<file path="src/rtl/rtmr_pkg.sv">
package rtmr_pkg;
  localparam int ADDR_W = 5;
  localparam int DATA_W = 32;
  localparam int STRB_W = DATA_W / 8;

  localparam logic [ADDR_W-1:0] OFS_CTRL   = 5'h00;
  localparam logic [ADDR_W-1:0] OFS_STAT   = 5'h04;
  localparam logic [ADDR_W-1:0] OFS_EVGEN  = 5'h08;
  localparam logic [ADDR_W-1:0] OFS_COUNT  = 5'h0C;
  localparam logic [ADDR_W-1:0] OFS_PRESC  = 5'h10;
  localparam logic [ADDR_W-1:0] OFS_RELOAD = 5'h14;
  localparam logic [ADDR_W-1:0] OFS_DBG    = 5'h18;

  // control fields, packed from bit 7 down to bit 0 of the register
  typedef struct packed {
    logic buf_reload;  // bit 7
    logic one_shot;    // bit 3
    logic ovf_only;    // bit 2
    logic upd_block;   // bit 1
    logic run_en;      // bit 0
  } ctrl_t;

  function automatic logic [DATA_W-1:0] ctrl_to_word(input ctrl_t c);
    return {{(DATA_W-8){1'b0}}, c.buf_reload, 3'b000,
            c.one_shot, c.ovf_only, c.upd_block, c.run_en};
  endfunction

  function automatic ctrl_t word_to_ctrl(input logic [DATA_W-1:0] w);
    ctrl_t c;
    c.buf_reload = w[7];
    c.one_shot   = w[3];
    c.ovf_only   = w[2];
    c.upd_block  = w[1];
    c.run_en     = w[0];
    return c;
  endfunction

  // half-word or word strobes only
  function automatic logic strobe_legal(input logic [STRB_W-1:0] s);
    return (s == 4'b0011) || (s == 4'b1100) || (s == 4'b1111);
  endfunction
endpackage

</file>
<file path="src/rtl/rtmr_regs.sv">
module rtmr_regs
  import rtmr_pkg::*;
#(
  parameter int CNT_W = 16
) (
  input  logic              clk,
  input  logic              rst_n,
  input  logic              bus_en,
  input  logic              bus_we,
  input  logic [ADDR_W-1:0] bus_addr,
  input  logic [STRB_W-1:0] bus_wstrb,
  input  logic [DATA_W-1:0] bus_wdata,
  output logic [DATA_W-1:0] bus_rdata,
  input  logic [CNT_W-1:0]  cnt_val,
  input  logic              uev,
  input  logic              flag_set,
  output ctrl_t             ctrl,
  output logic [CNT_W-1:0]  psc_pre,
  output logic [CNT_W-1:0]  arr_pre,
  output logic              freeze,
  output logic              flag,
  output logic              sw_gen,
  output logic              cnt_wr,
  output logic [CNT_W-1:0]  cnt_wdata
);
  localparam int PAD_W = DATA_W - CNT_W;

  logic wr_any, wr_legal, wr_low, wr_narrow;
  logic hit_ctrl, hit_stat, hit_evgen, hit_count, hit_presc, hit_reload, hit_dbg;
  logic flag_clr;
  logic unused_hi;

  assign wr_any    = bus_en && bus_we;
  assign wr_legal  = wr_any && strobe_legal(bus_wstrb);
  assign wr_low    = wr_legal && bus_wstrb[0];
  assign wr_narrow = wr_any && !strobe_legal(bus_wstrb);
  assign unused_hi = ^bus_wdata[DATA_W-1:CNT_W];

  assign hit_ctrl   = (bus_addr == OFS_CTRL);
  assign hit_stat   = (bus_addr == OFS_STAT);
  assign hit_evgen  = (bus_addr == OFS_EVGEN);
  assign hit_count  = (bus_addr == OFS_COUNT);
  assign hit_presc  = (bus_addr == OFS_PRESC);
  assign hit_reload = (bus_addr == OFS_RELOAD);
  assign hit_dbg    = (bus_addr == OFS_DBG);

  assign flag_clr  = wr_low && hit_stat && !bus_wdata[0];
  assign sw_gen    = wr_low && hit_evgen && bus_wdata[0];
  assign cnt_wr    = wr_low && hit_count;
  assign cnt_wdata = bus_wdata[CNT_W-1:0];

  // control: bus write first, single-shot clear of run enable overrides
  always_ff @(posedge clk) begin
    if (!rst_n) begin
      ctrl <= '0;
    end else begin
      if (wr_low && hit_ctrl) ctrl <= word_to_ctrl(bus_wdata);
      if (uev && ctrl.one_shot) ctrl.run_en <= 1'b0;
    end
  end

  // sticky flag: hardware set wins over software clear
  always_ff @(posedge clk) begin
    if (!rst_n) begin
      flag <= 1'b0;
    end else begin
      if (flag_clr) flag <= 1'b0;
      if (flag_set) flag <= 1'b1;
    end
  end

  always_ff @(posedge clk) begin
    if (!rst_n) begin
      psc_pre <= '0;
      arr_pre <= '0;
      freeze  <= 1'b0;
    end else begin
      if (wr_low && hit_presc)  psc_pre <= bus_wdata[CNT_W-1:0];
      if (wr_low && hit_reload) arr_pre <= bus_wdata[CNT_W-1:0];
      if (wr_low && hit_dbg)    freeze  <= bus_wdata[0];
    end
  end

  always_comb begin
    bus_rdata = '0;
    if (bus_en && !bus_we) begin
      unique case (1'b1)
        hit_ctrl:   bus_rdata = ctrl_to_word(ctrl);
        hit_stat:   bus_rdata = {{(DATA_W-1){1'b0}}, flag};
        hit_count:  bus_rdata = {{PAD_W{1'b0}}, cnt_val};
        hit_presc:  bus_rdata = {{PAD_W{1'b0}}, psc_pre};
        hit_reload: bus_rdata = {{PAD_W{1'b0}}, arr_pre};
        hit_dbg:    bus_rdata = {{(DATA_W-1){1'b0}}, freeze};
        default:    bus_rdata = '0;
      endcase
    end
  end

  AST_FLAG_STICKY: assert property (@(posedge clk) disable iff (!rst_n)
    flag && !flag_clr |=> flag);
  AST_SET_BEATS_CLEAR: assert property (@(posedge clk) disable iff (!rst_n)
    flag_set |=> flag);
  AST_SINGLE_SHOT_STOP: assert property (@(posedge clk) disable iff (!rst_n)
    uev && ctrl.one_shot |=> !ctrl.run_en);
  AST_NARROW_IGNORED: assert property (@(posedge clk) disable iff (!rst_n)
    wr_narrow && !uev |=> $stable(ctrl) && $stable(psc_pre)
                         && $stable(arr_pre) && $stable(freeze));
endmodule

</file>
<file path="src/rtl/rtmr_prescale.sv">
module rtmr_prescale #(
  parameter int CNT_W = 16
) (
  input  logic             clk,
  input  logic             rst_n,
  input  logic             run,
  input  logic             sw_gen,
  input  logic             uev,
  input  logic [CNT_W-1:0] psc_pre,
  output logic             tick
);
  logic [CNT_W-1:0] psc_sh;
  logic [CNT_W-1:0] phase;
  logic             at_end;

  assign at_end = (phase == psc_sh);
  assign tick   = run && at_end;

  always_ff @(posedge clk) begin
    if (!rst_n) begin
      phase <= '0;
    end else if (sw_gen) begin
      phase <= '0;
    end else if (run) begin
      phase <= at_end ? '0 : phase + 1'b1;
    end
  end

  always_ff @(posedge clk) begin
    if (!rst_n)   psc_sh <= '0;
    else if (uev) psc_sh <= psc_pre;
  end

  AST_PSC_WAITS_UPDATE: assert property (@(posedge clk) disable iff (!rst_n)
    !uev |=> $stable(psc_sh));
  AST_PHASE_HALTS: assert property (@(posedge clk) disable iff (!rst_n)
    !run && !sw_gen |=> $stable(phase));
endmodule

</file>
<file path="src/rtl/rtmr_count.sv">
module rtmr_count #(
  parameter int CNT_W = 16
) (
  input  logic             clk,
  input  logic             rst_n,
  input  logic             tick,
  input  logic             sw_gen,
  input  logic             cnt_wr,
  input  logic [CNT_W-1:0] cnt_wdata,
  input  logic [CNT_W-1:0] arr_pre,
  input  logic             buf_reload,
  input  logic             upd_block,
  input  logic             ovf_only,
  output logic [CNT_W-1:0] cnt,
  output logic             uev,
  output logic             flag_set
);
  logic [CNT_W-1:0] arr_sh;
  logic [CNT_W-1:0] arr_act;
  logic             ovf;

  assign arr_act  = buf_reload ? arr_sh : arr_pre;
  assign ovf      = tick && (cnt == arr_act);
  assign uev      = !upd_block && (ovf || sw_gen);
  assign flag_set = uev && (ovf || !ovf_only);

  // force > software load > tick
  always_ff @(posedge clk) begin
    if (!rst_n)       cnt <= '0;
    else if (sw_gen)  cnt <= '0;
    else if (cnt_wr)  cnt <= cnt_wdata;
    else if (tick)    cnt <= ovf ? '0 : cnt + 1'b1;
  end

  // shadow tracks the written value while unbuffered
  always_ff @(posedge clk) begin
    if (!rst_n)                  arr_sh <= '0;
    else if (!buf_reload || uev) arr_sh <= arr_pre;
  end

  AST_WRAP_TO_ZERO: assert property (@(posedge clk) disable iff (!rst_n)
    ovf && !sw_gen && !cnt_wr |=> cnt == '0);
  AST_HOLD_NO_TICK: assert property (@(posedge clk) disable iff (!rst_n)
    !tick && !sw_gen && !cnt_wr |=> $stable(cnt));
  AST_SHADOW_HELD: assert property (@(posedge clk) disable iff (!rst_n)
    buf_reload && !uev |=> $stable(arr_sh));
endmodule

</file>
<file path="src/rtl/reload_timer.sv">
module reload_timer
  import rtmr_pkg::*;
#(
  parameter int CNT_W = 16
) (
  input  logic              clk,
  input  logic              rst_n,
  input  logic              bus_en,
  input  logic              bus_we,
  input  logic [ADDR_W-1:0] bus_addr,
  input  logic [STRB_W-1:0] bus_wstrb,
  input  logic [DATA_W-1:0] bus_wdata,
  output logic [DATA_W-1:0] bus_rdata,
  input  logic              dbg_halt,
  output logic              upd_pulse,
  output logic              upd_flag
);
  ctrl_t            ctrl;
  logic [CNT_W-1:0] psc_pre, arr_pre, cnt, cnt_wdata;
  logic             freeze, sw_gen, cnt_wr, uev, flag_set, tick, run;

  assign run       = ctrl.run_en && !(dbg_halt && freeze);
  assign upd_pulse = uev;

  rtmr_regs #(.CNT_W(CNT_W)) u_regs (
    .clk(clk), .rst_n(rst_n),
    .bus_en(bus_en), .bus_we(bus_we), .bus_addr(bus_addr),
    .bus_wstrb(bus_wstrb), .bus_wdata(bus_wdata), .bus_rdata(bus_rdata),
    .cnt_val(cnt), .uev(uev), .flag_set(flag_set),
    .ctrl(ctrl), .psc_pre(psc_pre), .arr_pre(arr_pre), .freeze(freeze),
    .flag(upd_flag), .sw_gen(sw_gen), .cnt_wr(cnt_wr), .cnt_wdata(cnt_wdata)
  );

  rtmr_prescale #(.CNT_W(CNT_W)) u_psc (
    .clk(clk), .rst_n(rst_n), .run(run), .sw_gen(sw_gen),
    .uev(uev), .psc_pre(psc_pre), .tick(tick)
  );

  rtmr_count #(.CNT_W(CNT_W)) u_cnt (
    .clk(clk), .rst_n(rst_n), .tick(tick), .sw_gen(sw_gen),
    .cnt_wr(cnt_wr), .cnt_wdata(cnt_wdata), .arr_pre(arr_pre),
    .buf_reload(ctrl.buf_reload), .upd_block(ctrl.upd_block),
    .ovf_only(ctrl.ovf_only), .cnt(cnt), .uev(uev), .flag_set(flag_set)
  );

  AST_FREEZE_HOLDS: assert property (@(posedge clk) disable iff (!rst_n)
    dbg_halt && freeze && !sw_gen && !cnt_wr |=> $stable(cnt));
  AST_STOPPED_NO_TICK: assert property (@(posedge clk) disable iff (!rst_n)
    !ctrl.run_en |-> !tick);
endmodule

</file>
<file path="config.mk">
export PLATFORM = sky130hd
export DESIGN_NAME = reload_timer
export DESIGN_NICKNAME = d
export VERILOG_FILES = /design/src/rtl/rtmr_pkg.sv /design/src/rtl/rtmr_regs.sv /design/src/rtl/rtmr_prescale.sv /design/src/rtl/rtmr_count.sv /design/src/rtl/reload_timer.sv
export SDC_FILE = /design/constraint.sdc
export NUM_CORES = 1
export LEC_CHECK = 0
export ABC_AREA = 1
export ABC_CLOCK_PERIOD_IN_PS = 3300
export CORE_ASPECT_RATIO = 2
export CORE_MARGIN = 10
export CORE_UTILIZATION = 45
export DETAILED_ROUTE_END_ITERATION = 6
export PLACE_DENSITY = 0.67
export SYNTH_ARGS = -nofsm -noshare
export SYNTH_HDL_FRONTEND = slang
export SYNTH_SLANG_ARGS = --single-unit
</file>
<file path="constraint.sdc">
create_clock -name clk -period 3.3 [get_ports clk]
set_input_delay 0.33 -clock clk [delete_from_list [all_inputs] [get_ports clk]]
set_output_delay 0.33 -clock clk [all_outputs]
set_load 0.02 [all_outputs]
</file>
==> impl_metrics.json, run 1 <==
{
  "status": "finished, final reports clean",
  "area_growth_pct": 15.3,
  "diodes": 0,
  "regToRegSetupSlack_ns": 0.82,
  "final_cells": 1161,
  "chipWidth_um": 102,
  "dp_slack_ns": 0.157,
  "synthFlopType": "dfxtp_1",
  "p_leak_nw": 3.01,
  "synth_area_um2": 6080,
  "cts_inserted_buffers": 9,
  "rsz0062_at_grt": "no",
  "fin_skew_ns": 0.0111,
  "worst_slew_pin_slew_ns": 0.908,
  "drc": 0,
  "critPathKind": "in -> out",
  "placementRows": 60,
  "cts_root_buffer": "clkbuf_16",
  "finalPower_mw": 2.52,
  "period_share_pct": 93.9,
  "fp.dieH_um": 184,
  "crit_path_end_kind": "primary output",
  "async_reset_ff_share_pct": 0,
  "grt_max_degree": 40,
  "vias_per_cell": 5.39,
  "ff_latch_area_um2": 2060,
  "post_drt_wl_per_cell_um": 17.0,
  "yosys.cell_count.top_type": "nand2_1",
  "synth_area_leaders": "dfxtp_1 (34%), nand2_1 (13%), inv_1 (7.9%)",
  "grt-ovfl-total": 0,
  "multi_input_area_um2": 3270,
  "start_util_pct": 45.5,
  "synthCells": 963,
  "fill_cells": 1370,
  "final_nets": 1049,
  "firstDrtPassIters": 5,
  "num_io_pins": 80,
  "numClockSinks": 103,
  "synth_top_area_share_pct": 33.9,
  "cp.required_ns": 2.97,
  "synth_common_cells": "nand2_1 (218), inv_1 (128), nor2_1 (126)",
  "antenna_left": 0,
  "drt_iter0_drc": 329,
  "antenna_found_initial": 0,
  "finalCriticalPeriod_ns": 3.10,
  "port_buffers": 47,
  "dp_hpwl_um": 14900,
  "drv_cap": 0,
  "fin_ws_ns": 0.203,
  "clock.fmax_mhz": 323,
  "synth.avg_cell_area_um2": 6.32,
  "hold_class": "reg -> reg",
  "clock_latency_ns": 0.36,
  "fin_util_pct": 52.5,
  "yosys_warnings": 0,
  "numPlacedInstances": 1144,
  "maxSlewHeadroom_pct": 39.0,
  "clk_pin_slew_worst_paths_ns": 0.07,
  "grt_pass1_wl_um": 30800,
  "synth-seq-cells": 103,
  "grt_pass1_vias": 5951,
  "drive_above_1_share_pct": 5.86,
  "synth_top_cell_by_area": "dfxtp_1",
  "cts_tree": "yes",
  "grt_use_total_pct": 21.2,
  "cts_buffer_depth": 2,
  "fin_tns_setup_ns": 0,
  "gp_congestion": 0.962,
  "num_vias": 6252,
  "placeableCoreArea_um2": 13400,
  "timing.final.hold_violations": 0,
  "pwr_density_cell_nw_per_um2": 360,
  "final_max_slew_viol_count": 0,
  "synth-edff-count": 0,
  "synth_cell_types": 43,
  "dieArea_um2": 18900,
  "routed_wl_um": 19800,
  "cts.htree.levels": 3,
  "synth_seq_area_share_pct": 33.9,
  "cp-start-kind": "input pin",
  "setup_viol": 0,
  "cp_max_fo": 15,
  "ir_worst_vdd_mv": 0.220,
  "cp.arrival_ns": 2.77
}
-- power breakdown --
part / total [mW] / switching [mW] / internal (mW)
registers: 1.24 / 0.00102 / 1.24
clock network: 1.13 / 0.513 / 0.622
logic: 0.144 / 0.0938 / 0.0501
-- through the flow --
step	cell area [µm²]	hold slack, ns
final	7010	0.501
after global routing	7010	0.526
after CTS	6990	0.504
after detailed placement	6670	0.493
after global placement	6670	0.486
after floorplan	6140	0.468
-- critical path, cell delays in order --
cell,delay (ns)
clkdlybuf4s50_1,0.51
inv_1,0.17
nand2_1,0.10
nor3_2,0.29
clkinvlp_4,0.18
buf_12,0.17
o211ai_1,0.23
nand2_1,0.09
inv_1,0.07
clkdlybuf4s50_1,0.61
-- sequential cells by signal (all words and copies together), names as in the netlist --
register and count:
u_regs.freeze 1, u_psc.psc_sh 16, u_cnt.cnt 16, u_regs.ctrl 5
u_psc.phase 16, u_regs.flag 1, u_cnt.arr_sh 16, u_regs.arr_pre 16
u_regs.psc_pre 16
-- routing by layer --
layer	GRT usage, %	vias up	part of all wire (%)
met1	21.2	2855	36
met3	2.96	57	4.3
met4	14.9	0	6.8
li1	-	3156	-
met5	0	-	0
met2	38.3	184	53
-- path summary, 6_finish.rpt --
kind,startpoint,to,depth (start not counted)
worst max-delay path,bus_addr[4],bus_rdata[8],10
worst min-delay path,u_psc.psc_sh[11],u_psc.psc_sh[11],2
worst max register to register,u_regs.ctrl[4],u_cnt.arr_sh[5],12
worst min register to register,u_psc.psc_sh[11],u_psc.psc_sh[11],2
-- cells in the final DEF (no fill, tap or decap), types with 3 or more instances in the layout --
master / count
o21ai_0: 49
o22ai_1: 6
nand3_1: 92
clkinv_4: 3
o221ai_1: 7
buf_4: 22
clkbuf_16: 9
conb_1: 16
a31oi_1: 16
dfxtp_1: 103
nand2_1: 218
nor2_1: 125
clkdlybuf4s50_1: 46
xor2_1: 22
a21oi_1: 63
nand2_2: 3
xnor2_1: 4
nor2_2: 3
nor3_1: 9
inv_1: 127
nand4_1: 26
a221oi_1: 5
-- logic make-up (layout without fill, tap and decap cells) --
logic type / Yosys count / count (layout) / synth area share, %
compound gates: 155 / 155 / 14.5
xor+xnor: 26 / 26 / 3.74
fa+ha+maj: 2 / 2 / 0.411
buf+inv: 190 / 218 / 13.3
flops: 103 / 103 / 33.9
other cells: 1 / 16 / 0.0616
simple gates: 486 / 486 / 34.1
-- layout make-up --
class / count / area share, %
clock buffer: 10 / 3.41
clock inverter: 6 / 1.09
inverter: 131 / 7.10
multi-input combinational: 685 / 46.7
sequential: 103 / 29.4
tap: 155 / 2.77
timing repair buffer: 71 / 9.56
-- repair_timing --
item                                    4_1_cts  5_1_grt
setup buffers                                 0        1
resized for setup                             0        1
hold buffers                                  0        0
endpoints found under the setup margin        0        1
No activity file was read; power rests on OpenSTA's default activity.
==> inputs of run 2 (changes only) <==
--- a/config.mk
+++ b/config.mk
@@ -6,11 +6,11 @@
 export NUM_CORES = 1
 export LEC_CHECK = 0
 export ABC_AREA = 1
-export ABC_CLOCK_PERIOD_IN_PS = 3300
 export CORE_ASPECT_RATIO = 2
 export CORE_MARGIN = 10
 export CORE_UTILIZATION = 45
 export DETAILED_ROUTE_END_ITERATION = 6
+export GPL_TIMING_DRIVEN = 0
 export PLACE_DENSITY = 0.67
 export SYNTH_ARGS = -nofsm -noshare
 export SYNTH_HDL_FRONTEND = slang
==> impl_metrics.json, run 2 (same netlist as run 1, synthesis figures left out) <==
{
  "antenna_left": 0,
  "fin_ws_ns": 0.183,
  "cts_inserted_buffers": 9,
  "rsz0062_at_grt": "no",
  "fin_tns_setup_ns": 0,
  "reg2reg_to": "u_psc.psc_sh[14]",
  "cp.arrival_ns": 2.79,
  "chipWidth_um": 102,
  "period_share_pct": 94.5,
  "clock.fmax_mhz": 321,
  "dieArea_um2": 18900,
  "status": "finished, final reports clean",
  "drt_iter0_drc": 394,
  "drc": 0,
  "num_vias": 6595,
  "grt-ovfl-total": 0,
  "final_nets": 1082,
  "cts_tree": "yes",
  "fp.dieH_um": 184,
  "grt_use_total_pct": 24.1,
  "ir_worst_vdd_mv": 0.239,
  "cts_root_buffer": "clkbuf_16",
  "fin_skew_ns": 0.0123,
  "drive_above_1_share_pct": 6.93,
  "dp_slack_ns": -0.229,
  "timing.final.hold_violations": 0,
  "cp-start-kind": "input pin",
  "grt_pass1_wl_um": 34300,
  "fill_cells": 1404,
  "setup_viol": 0,
  "timing.rr.start": "u_psc.phase[13]",
  "cp-startpoint": "bus_addr[1]",
  "diodes": 0,
  "routed_wl_um": 22700,
  "drv_cap": 0,
  "pwr_density_cell_nw_per_um2": 348,
  "numClockSinks": 103,
  "grt_max_degree": 19,
  "cp.required_ns": 2.97,
  "clk_pin_slew_worst_paths_ns": 0.07,
  "p_leak_nw": 3.08,
  "cp_max_fo": 7,
  "area_growth_pct": 17.1,
  "crit_path_end_kind": "primary output",
  "hold_buffers": 0,
  "mostFrequentLayoutCell": "nand2_1",
  "hold_class": "reg -> reg",
  "firstDrtPassIters": 5,
  "dp_hpwl_um": 18000,
  "cts.htree.levels": 3,
  "finalCriticalPeriod_ns": 3.12,
  "final_cell_mix": "nand2_1 (218), inv_1 (127), nor2_1 (123)",
  "final_max_slew_viol_count": 0,
  "post_drt_wl_per_cell_um": 19.0,
  "start_util_pct": 45.5,
  "port_buffers": 46,
  "placeableCoreArea_um2": 13400,
  "worst_slew_pin_slew_ns": 0.882,
  "clock_latency_ns": 0.36,
  "num_io_pins": 80,
  "placementRows": 60,
  "vias_per_cell": 5.52,
  "endpoint": "bus_rdata[0]",
  "critPathKind": "in -> out",
  "regToRegSetupSlack_ns": 0.81,
  "worstRegToRegCells": 14,
  "grt_pass1_vias": 6344,
  "maxSlewHeadroom_pct": 40.7,
  "fin_util_pct": 53.3,
  "antenna_found_initial": 0,
  "cts_buffer_depth": 2,
  "gp_congestion": 1.03
}
run 2: cell type report:
class | count | area, µm² | share of cell area [%]
inverters | 131 | 494 | 6.94
well taps | 155 | 194 | 2.72
clock inverters | 6 | 50.0 | 0.702
repair buffers | 49 | 485 | 6.81
flip-flops and latches | 103 | 2060 | 29.0
plain buffers | 55 | 305 | 4.29
clock buffers | 10 | 239 | 3.35
multi-input cells | 685 | 3290 | 46.2
run 2: critical path, cell delays in order:
cell and delay [ns]:
clkdlybuf4s50_1 0.39, nor2_1 0.24, inv_1 0.14, nor3_4 0.22, inv_1 0.19, o21ai_0 0.35, a21oi_1 0.08, a21oi_1 0.20
clkdlybuf4s50_1 0.64
run 2: how the worst min path moves through the flow:
stage                                   from                to  slack (ns)  cells after the start
after floorplan           u_regs.arr_pre[11]  u_cnt.arr_sh[11]        0.47                      2
after global placement       u_psc.psc_sh[1]   u_psc.psc_sh[1]        0.49                      2
after detailed placement     u_psc.psc_sh[7]   u_psc.psc_sh[7]        0.49                      2
after CTS                    u_psc.psc_sh[7]   u_psc.psc_sh[7]        0.50                      2
after global routing        u_psc.psc_sh[15]  u_psc.psc_sh[15]        0.53                      2
final                        u_psc.psc_sh[0]   u_psc.psc_sh[0]        0.50                      2
run 2: power by group:
group | total, mW | internal (mW) | switching (mW)
Combinational | 0.160 | 0.0610 | 0.0986
Clock | 1.08 | 0.545 | 0.532
Sequential | 1.24 | 1.24 | 0.00125
run 2: routing by layer:
metal  GRT usage [%]  part of all wire [%]
met1            22.2                    34
met2            46.2                    55
met4            15.6                   6.9
met3            3.64                   4.0
met5               0                     0
run 2: metrics by stage:
stage / total power [mW] / hold slack [ns] / cells / cell area, µm²
2_1_floorplan: 1.36 / 0.468 / 978 / 6140
3_3_place_gp: 1.43 / 0.487 / 1179 / 6790
3_5_place_dp: 1.43 / 0.491 / 1179 / 6790
4_1_cts: 2.48 / 0.501 / 1196 / 7110
5_1_grt: 2.54 / 0.528 / 1194 / 7120
6_report: 2.48 / 0.497 / 1194 / 7120
run 2: repair_timing:
item	4_1_cts	5_1_grt
gates resized for setup	3	11
pin swaps	3	1
endpoints found under the setup margin	14	14
buffers inserted	3	0
==> inputs of run 3 (changes only) <==
--- a/config.mk
+++ b/config.mk
@@ -6,7 +6,7 @@
 export NUM_CORES = 1
 export LEC_CHECK = 0
 export ABC_AREA = 1
-export CORE_ASPECT_RATIO = 2
+export CORE_ASPECT_RATIO = 0.8
 export CORE_MARGIN = 10
 export CORE_UTILIZATION = 45
 export DETAILED_ROUTE_END_ITERATION = 6
==> impl_metrics.json, run 3 (same netlist as run 1, synthesis figures left out) <==
{
  "maxSlewHeadroom_pct": 45.2,
  "post_drt_wl_per_cell_um": 17.0,
  "fin_tns_setup_ns": 0,
  "grt-ovfl-total": 0,
  "drc": 0,
  "min_to": "u_regs.flag",
  "numClockSinks": 103,
  "reg2reg_to": "u_psc.psc_sh[13]",
  "fin_ws_ns": 0.153,
  "regToRegSetupSlack_ns": 0.84,
  "final_cell_mix": "nand2_1 (218), inv_1 (128), nor2_1 (123)",
  "critPathKind": "reg -> out",
  "crit_family": "buffers and inverters",
  "critPathMostFrequentCell": "nand2_1",
  "slowest_delay_ns": 0.61,
  "fin_util_pct": 54.7,
  "worstHoldStart": "u_regs.flag",
  "placementRows": 37,
  "chipWidth_um": 150,
  "post_dp_cell_area_um2": 6820,
  "placeableCoreArea_um2": 13100,
  "num_vias": 6454,
  "grt_use_total_pct": 22.1,
  "cts_inserted_buffers": 9,
  "gp_congestion": 0.964,
  "cp-start-kind": "flop",
  "hold_class": "reg -> reg",
  "firstDrtPassIters": 5,
  "clock.fmax_mhz": 318,
  "fp.dieH_um": 124,
  "period_share_pct": 95.4,
  "ir_worst_vdd_mv": 0.282,
  "timing.rr.start": "u_psc.phase[13]",
  "dp_hpwl_um": 16400,
  "cp.required_ns": 2.97,
  "status": "finished, final reports clean",
  "cp.arrival_ns": 2.82,
  "cts_root_buffer": "clkbuf_16",
  "holdPathStages": 2,
  "worstRegToRegCells": 14,
  "grt_pass1_wl_um": 31900,
  "mostFrequentLayoutCell": "nand2_1",
  "num_io_pins": 80,
  "grt_max_degree": 16,
  "finalCriticalPeriod_ns": 3.15,
  "crit_path_end_kind": "primary output",
  "diodes": 0,
  "clock_latency_ns": 0.36,
  "drv_cap": 0,
  "grt_pass1_vias": 5559,
  "pwr_density_cell_nw_per_um2": 347,
  "cp_max_fo": 10,
  "worstPathCellList": "buf_6 > buf_2 > nand2_1 > nand3_1 > nand2_1 > nor2_1 > nand2_1 > nor2_2 > nand3_2 > a21oi_4 > buf_6 > clkdlybuf4s50_1",
  "final_max_slew_viol_count": 0,
  "setup_viol": 0,
  "drive_above_1_share_pct": 6.25,
  "p_leak_nw": 3.06,
  "dp_slack_ns": -0.204,
  "final_nets": 1084,
  "antenna_found_initial": 0,
  "slowest_stage": "clkdlybuf4s50_1",
  "clk_pin_slew_worst_paths_ns": 0.07,
  "final_cells": 1215,
  "cp-startpoint": "u_regs.ctrl[4]",
  "fin_area_um2": 7140,
  "drt_iter0_drc": 701,
  "area_growth_pct": 17.3,
  "timing.final.hold_violations": 0,
  "worst_slew_pin_slew_ns": 0.816,
  "cts_tree": "yes",
  "routed_wl_um": 20700,
  "dieArea_um2": 18600,
  "start_util_pct": 46.6,
  "cts.htree.levels": 3,
  "numPlacedInstances": 1199,
  "antenna_left": 0,
  "port_buffers": 46,
  "cts_buffer_depth": 2,
  "fin_skew_ns": 0.00675,
  "vias_per_cell": 5.31,
  "path_buf_inv": 4
}
run 3: repair_timing:
action / CTS / global route
hold buffers: 0 / 0
pin swaps: 1 / 1
buffers inserted: 1 / 1
setup endpoints to repair: 14 / 14
gates resized for setup: 5 / 5
run 3: per-stage QoR:
stage                     power, mW  hold WS [ns]
final                          2.48         0.501
after global routing           2.54         0.530
after CTS                      2.48         0.502
after detailed placement       1.43         0.492
after global placement         1.43         0.488
after floorplan                1.36         0.468
run 3: worst max-delay path by stage:
stage	endpoint	slack, ns	cells past startpoint
finish	upd_pulse	0.15	12
global route	bus_rdata[15]	-0.0002	10
CTS	bus_rdata[13]	0.01	9
detailed placement	bus_rdata[14]	-0.20	10
global placement	bus_rdata[14]	-0.20	10
floorplan	bus_rdata[0]	1.32	6
run 3: routing by layer:
layer / up-vias / global-route usage [%] / wire, µm
li1: 3225 / - / -
met1: 2877 / 34.5 / 10200
met2: 334 / 28.5 / 7770
met3: 18 / 5.76 / 2380
met4: 0 / 6.00 / 320
met5: - / 0 / 0
run 3: cell type report:
class	count	area (µm²)
Fill cell	1369	5920
Timing Repair Buffer	48	475
Buffer	58	318
Clock buffer	12	236
Inverter	131	494
Clock inverter	3	43.8
Tap cell	175	219
Sequential cell	103	2060
Multi-Input combinational cell	685	3290
run 3: report_power, final:
group / leakage (nW) / internal [mW] / switching, mW
clock network: 0.137 / 0.588 / 0.485
logic: 2.10 / 0.0612 / 0.102
registers: 0.829 / 1.24 / 0.00112
total: 3.06 / 1.89 / 0.588
run 3: worst min-delay path: cells and delay by family, from the launching register on:
family         cells  cell delay [ns]
AO/OA/AOI/OAI      2             0.13
flip-flops         1             0.33
